===== src/rtl/sdc_pkg.sv =====
package sdc_pkg;

    typedef enum logic [3:0] {
        CMD_IDLE      = 4'd0,
        CMD_ACT       = 4'd1,
        CMD_RD        = 4'd2,
        CMD_WR        = 4'd3,
        CMD_RD_CLOSE  = 4'd4,
        CMD_WR_CLOSE  = 4'd5,
        CMD_CLOSE     = 4'd6,
        CMD_CLOSE_ALL = 4'd7,
        CMD_REFRESH   = 4'd8,
        CMD_SREF_IN   = 4'd9,
        CMD_SREF_OUT  = 4'd10,
        CMD_MODE      = 4'd11
    } cmd_e;

    localparam logic [3:0] RULE_NONE     = 4'd0;
    localparam logic [3:0] RULE_ACC      = 4'd1;
    localparam logic [3:0] RULE_OPEN_MIN = 4'd2;
    localparam logic [3:0] RULE_ROWCYC   = 4'd3;
    localparam logic [3:0] RULE_CLOSE    = 4'd4;
    localparam logic [3:0] RULE_XBANK    = 4'd5;
    localparam logic [3:0] RULE_MODE     = 4'd6;
    localparam logic [3:0] RULE_WREC     = 4'd7;
    localparam logic [3:0] RULE_WBURST   = 4'd8;
    localparam logic [3:0] RULE_OPEN_MAX = 4'd9;

    function automatic int ns2cyc(input int ns, input int period);
        return (ns + period - 1) / period;
    endfunction

    function automatic int maxi(input int a, input int b);
        return (a > b) ? a : b;
    endfunction

endpackage


===== src/rtl/sdc_bank_track.sv =====
module sdc_bank_track
    import sdc_pkg::*;
#(
    parameter int TRCD_C  = 2,
    parameter int TRAS_C  = 5,
    parameter int TRC_C   = 8,
    parameter int TRP_C   = 3,
    parameter int BURST   = 4,
    parameter int AGE_MAX = 10000,
    parameter int CW      = 4,
    parameter int AW      = 14
) (
    input  logic clk,
    input  logic rst_n,
    input  cmd_e cmd,
    input  logic hit,
    output logic rc_busy,
    output logic rp_busy,
    output logic rcd_busy,
    output logic ras_busy,
    output logic wr_busy,
    output logic over_o
);

    localparam logic [CW-1:0] L_RC  = CW'(TRC_C - 1);
    localparam logic [CW-1:0] L_RCD = CW'(TRCD_C - 1);
    localparam logic [CW-1:0] L_RAS = CW'(TRAS_C - 1);
    localparam logic [CW-1:0] L_RP  = CW'(TRP_C - 1);
    localparam logic [CW-1:0] L_RPR = CW'(BURST + TRP_C - 2);
    localparam logic [CW-1:0] L_RPW = CW'(BURST + TRP_C - 1);
    localparam logic [CW-1:0] L_WR  = CW'(BURST);
    localparam logic [AW-1:0] A_FIRE = AW'(AGE_MAX + 1);

    typedef struct packed {
        logic          active;
        logic [AW-1:0] age;
        logic [CW-1:0] rc;
        logic [CW-1:0] rp;
        logic [CW-1:0] rcd;
        logic [CW-1:0] ras;
        logic [CW-1:0] wr;
    } bank_st_t;

    bank_st_t st_d, st_q;

    function automatic logic [CW-1:0] dn(input logic [CW-1:0] v);
        return (v == '0) ? '0 : v - 1'b1;
    endfunction

    function automatic logic [CW-1:0] up(input logic [CW-1:0] v, input logic [CW-1:0] l);
        return (v > l) ? v : l;
    endfunction

    always_comb begin
        st_d     = st_q;
        st_d.rc  = dn(st_q.rc);
        st_d.rp  = dn(st_q.rp);
        st_d.rcd = dn(st_q.rcd);
        st_d.ras = dn(st_q.ras);
        st_d.wr  = dn(st_q.wr);
        if (st_q.active && st_q.age <= A_FIRE) begin
            st_d.age = st_q.age + 1'b1;
        end
        case (cmd)
            CMD_ACT: if (hit) begin
                st_d.active = 1'b1;
                st_d.age    = AW'(1);
                st_d.rc     = up(st_d.rc, L_RC);
                st_d.rcd    = up(st_d.rcd, L_RCD);
                st_d.ras    = up(st_d.ras, L_RAS);
            end
            CMD_WR: if (hit) begin
                st_d.wr = up(st_d.wr, L_WR);
            end
            CMD_RD_CLOSE: if (hit) begin
                st_d.active = 1'b0;
                st_d.rp     = up(st_d.rp, L_RPR);
            end
            CMD_WR_CLOSE: if (hit) begin
                st_d.active = 1'b0;
                st_d.rp     = up(st_d.rp, L_RPW);
            end
            CMD_CLOSE: if (hit) begin
                st_d.active = 1'b0;
                st_d.rp     = up(st_d.rp, L_RP);
            end
            CMD_CLOSE_ALL: begin
                st_d.active = 1'b0;
                st_d.rp     = up(st_d.rp, L_RP);
            end
            default: ;
        endcase
    end

    always_ff @(posedge clk) begin
        if (!rst_n) begin
            st_q <= '0;
        end else begin
            st_q <= st_d;
        end
    end

    assign rc_busy  = (st_q.rc  != '0);
    assign rp_busy  = (st_q.rp  != '0);
    assign rcd_busy = (st_q.rcd != '0);
    assign ras_busy = (st_q.ras != '0);
    assign wr_busy  = (st_q.wr  != '0);
    assign over_o   = st_q.active && (st_q.age == A_FIRE);

    // the open-time report is a single pulse per activation
    p_over_once_r10: assert property (@(posedge clk) disable iff (!rst_n)
        over_o |=> !over_o);

    // closing both banks stops any pending age-out
    p_close_all_stops_r10: assert property (@(posedge clk) disable iff (!rst_n)
        (cmd == CMD_CLOSE_ALL) |=> !over_o);

    // an activate of this bank blocks the next row cycle
    if (TRC_C > 1) begin : g_rc_chk
        p_act_blocks_r4: assert property (@(posedge clk) disable iff (!rst_n)
            (cmd == CMD_ACT && hit) |=> rc_busy);
    end

    // a write to this bank holds off its close
    p_write_blocks_close_r8: assert property (@(posedge clk) disable iff (!rst_n)
        (cmd == CMD_WR && hit) |=> wr_busy);

endmodule


===== config.mk =====
export PLATFORM = sky130hd
export DESIGN_NAME = sdc_bank_track
export DESIGN_NICKNAME = d
export VERILOG_FILES = /design/src/rtl/sdc_pkg.sv /design/src/rtl/sdc_bank_track.sv
export SDC_FILE = /design/constraint.sdc
export NUM_CORES = 1
export LEC_CHECK = 0
export ABC_AREA = 1
export CAP_MARGIN = 20
export CORE_MARGIN = 4
export CORE_UTILIZATION = 50
export DETAILED_ROUTE_END_ITERATION = 12
export PLACE_DENSITY = 0.69
export SLEW_MARGIN = 20
export SYNTH_ARGS = -nofsm -noshare
export SYNTH_HDL_FRONTEND = slang
export SYNTH_SLANG_ARGS = --single-unit

===== constraint.sdc =====
create_clock -name clk -period 1.6 [get_ports clk]
set_input_delay 0.48 -clock clk [delete_from_list [all_inputs] [get_ports clk]]
set_output_delay 0.48 -clock clk [all_outputs]
set_load 0.03 [all_outputs]

==> results.md <==
- Outcome: finished, violations left
- Failing checks: setup timing
- FP Rows: 22
- Initial antenna violation count: 0
- GRT busiest layer: met2
- Post-synthesis cell area: 1910 µm²
- Clock transition at the registers of the reported paths: 0.07 ns
- Post-synth top area share: 36.6%
- CTS Buffer Depth: 2
- Worst-path maximum fanout: 2
- Crit path launch type: flop
- Top cells by area, synth: dfxtp_1 (37%), nand2_1 (14%), nor2_1 (10%)
- Multiplexer share of the synthesized area: 0%
- Post-synth cell types: 28
- Pwr dens: 787 nW/µm²
- DRC violations left: 0
- Clock Sinks: 35
- Worst slew pin tran: 0.357 ns
- Hold crit path type: reg -> reg
- Fin cells: 415
- Post-route setup slack: -0.161 ns
- Number of flip-flops in the largest register: 35
- Die Ht: 69.9 µm
- Period minus WS final: 1.76 ns
- Final Slew Violations: 0
- Drt wl/cell: 11.4 µm
- Biggest regs: st_q: 35 flops
- Routing usage on met1: 23.6%
- Yosys warning count: 0
- # H-tree levels: 2
- Mapped Cells: 300
- Initial DRC count: 125
- Period Utilization, post-route: 110%
- Syn Area/Cell: 6.38 µm²
- Met3 Use GR: 4.03%
- Synth Area in XOR/XNOR: 1.37%
- Worst path required time: 1.12 ns
- Via Count: 2076
- Synth Register Bits: 35
- CTS Buf Count: 5
- Share of cells above drive strength 1: 29.4%
- Root buf cell: clkbuf_8
- Number of port buffers: 12
- Sw Share: 31.2%
- Initial Util: 51.9%
- Peak VDD IR: 0.893 mV
- Seq/Total Area, Yosys: 36.6%
- Leak Pwr: 0.00120 µW
- CP Capture Type: output pin
- Die X: 69.9 µm
- Final setup fails: 3
- Latest clock arrival within the worst-skew pair: 0.29 ns
- Core ar.: 3690 µm²
- Synth Area in Compound Gates: 13.7%
- Diodes inserted: 0
- Final wirelength: 4.73 mm
- Layout Area Growth over Synthesis: 40.1%
- Unrepaired setup endpoints after global routing: true
- Simple-gate portion of the synthesized area: 35.9%
- Largest area contributor in the netlist: dfxtp_1
- Top_reg_cell synth: dfxtp_1
- Overall Power: 2110 µW
- Antenna-violating nets left: 0
- Largest net degree at the start of global routing: 26
- Reg power frac: 45.6%
- Crit Path Class: reg -> out
- Clock power share: 29.6%
- Comb pwr share: 24.9%
- Crit path DAT: 1.28 ns
- Final Hold Viols: 0
- Final net count: 376
- Final HPWL DP: 3.15 mm
- MaxCap Viol Count: 0
- First-pass GRT wire length: 7.80 mm
- CTS tree: built
- Fmax achieved: 568 MHz
- Top reg by flops: st_q
- Int Pwr: 1450 µW
- All-Layer GR Usage: 19.2%
- GP Congestion: 0.860
- EDFF count, synth: 0
- Worst slew margin: 76.1%
- Asr flop ratio synth: 0%
- Number of global-route vias before repair: 1882
- Met2 usage: 32.3%
- Largest family of logic cells by synthesized area: simple AND/OR/NAND/NOR gates
- Congestion Overflow GR: 0
- Placed cell count: 393
- Post-DR vias/cell: 5.00
- Switching power: 659 µW
- Fin Setup TNS: -0.323 ns
- Post-Syn Nets: 310
- DR pass1 iterations: 4
- Post-Synth Adder-Cell Area: 1.96%
- Clock skew: 0.00373 ns
- Final-layout fill cell count: 307
- Die area: 4880 µm²
- IO Pins: 13
==> power groups by stage <==
stage                     logic [µW]  clock network [µW]  registers, µW
after global placement           467                   0            969
final                            525                 624            963
after global routing             592                 665            967
after floorplan                  299                   0            967
after detailed placement         469                   0            971
after CTS                        495                 642            956
==> metrics by stage <==
stage | setup slack (ns) | hold slack [ns] | cell area, µm² | util [%]
after CTS | -0.120 | 0.445 | 2560 | 69.4
after global routing | -0.253 | 0.480 | 2680 | 72.7
after global placement | -0.336 | 0.422 | 2340 | 63.5
after floorplan | 0.0443 | 0.415 | 1910 | -
final | -0.161 | 0.452 | 2680 | 72.7
after detailed placement | -0.356 | 0.435 | 2340 | 63.5
==> timing repair <==
item / in CTS / in global routing
endpoints found under the setup margin: 13 / 31
setup buffers: 9 / 4
pin swaps: 7 / 9
hold buffers: 0 / 0
cloned: 0 / 1
resized for setup: 41 / 27
hold endpoints to repair: 0 / 0
==> cell usage after synthesis (all sizes together), types with 2 or more instances <==
| cell | number |
|---|---|
| dfxtp | 35 |
| nand3 | 21 |
| nand4 | 2 |
| inv | 46 |
| a21oi | 22 |
| or2 | 3 |
| buf | 2 |
| nor3 | 7 |
| nor2 | 53 |
| o21ai | 18 |
| a31oi | 3 |
| nand2 | 75 |
| xor2 | 2 |
| ha | 3 |
==> metal layers <==
metal	vias to the layer above	wire (µm)
li1	1082	-
met1	944	2070
met2	39	2440
met3	11	136
met4	0	93
met5	-	0
==> cells in the final DEF (no fill, tap or decap), types with 2 or more instances in the layout <==
cell,Yosys,layout
nand2_1,73,70
buf_4,0,51
nor2_1,53,41
inv_1,46,40
dfxtp_1,35,25
a21oi_1,21,21
nand3_1,18,15
dfxtp_2,0,10
o21ai_1,7,9
o21ai_0,11,9
nor2_2,0,7
inv_2,0,6
nand3_2,3,6
nor2_4,0,5
nor3_1,6,5
clkbuf_8,0,5
clkdlybuf4s50_1,0,4
or2_4,0,3
nand2_4,1,3
a31oi_1,3,3
buf_6,2,3
nand2_2,1,2
nand4_1,2,2
xor2_1,2,2
ha_1,3,2
clkbuf_1,1,2
dlymetal6s2s_1,0,2
==> path summary, 6_finish.rpt <==
kind,from,end,slack (ns),depth (start not counted)
setup / recovery,st_q[30],over_o,-0.16,5
hold / removal,st_q[11],st_q[11],0.45,2
setup reg to reg,st_q[21],st_q[30],0.11,12
hold reg to reg,st_q[11],st_q[11],0.45,2
==> critical path: stages, from the launching register on <==
cell and delay, ns:
dfxtp_1 0.36, nand2_1 0.11, nor3_4 0.23, nand3_2 0.11, inv_2 0.06, buf_6 0.12
==> final cells by class <==
class / instances / area [µm²] / share of cell area [%]
Multi-Input combinational cell: 217 / 1150 / 43.0
Sequential cell: 35 / 713 / 26.6
Timing Repair Buffer: 61 / 502 / 18.7
Inverter: 46 / 173 / 6.44
Clock buffer: 7 / 76.3 / 2.85
Tap cell: 48 / 60.1 / 2.24
Clock inverter: 1 / 5.00 / 0.187
==> cells by family after synthesis <==
family                     after synthesis
and+or+nand+nor                        162
buffers and inverters                   49
AOI/OAI and AO/OA                       48
DFF                                     35
xor gates and xnor gates                 3
adders and majority gates                3
No activity file was read; power rests on OpenSTA's default activity.
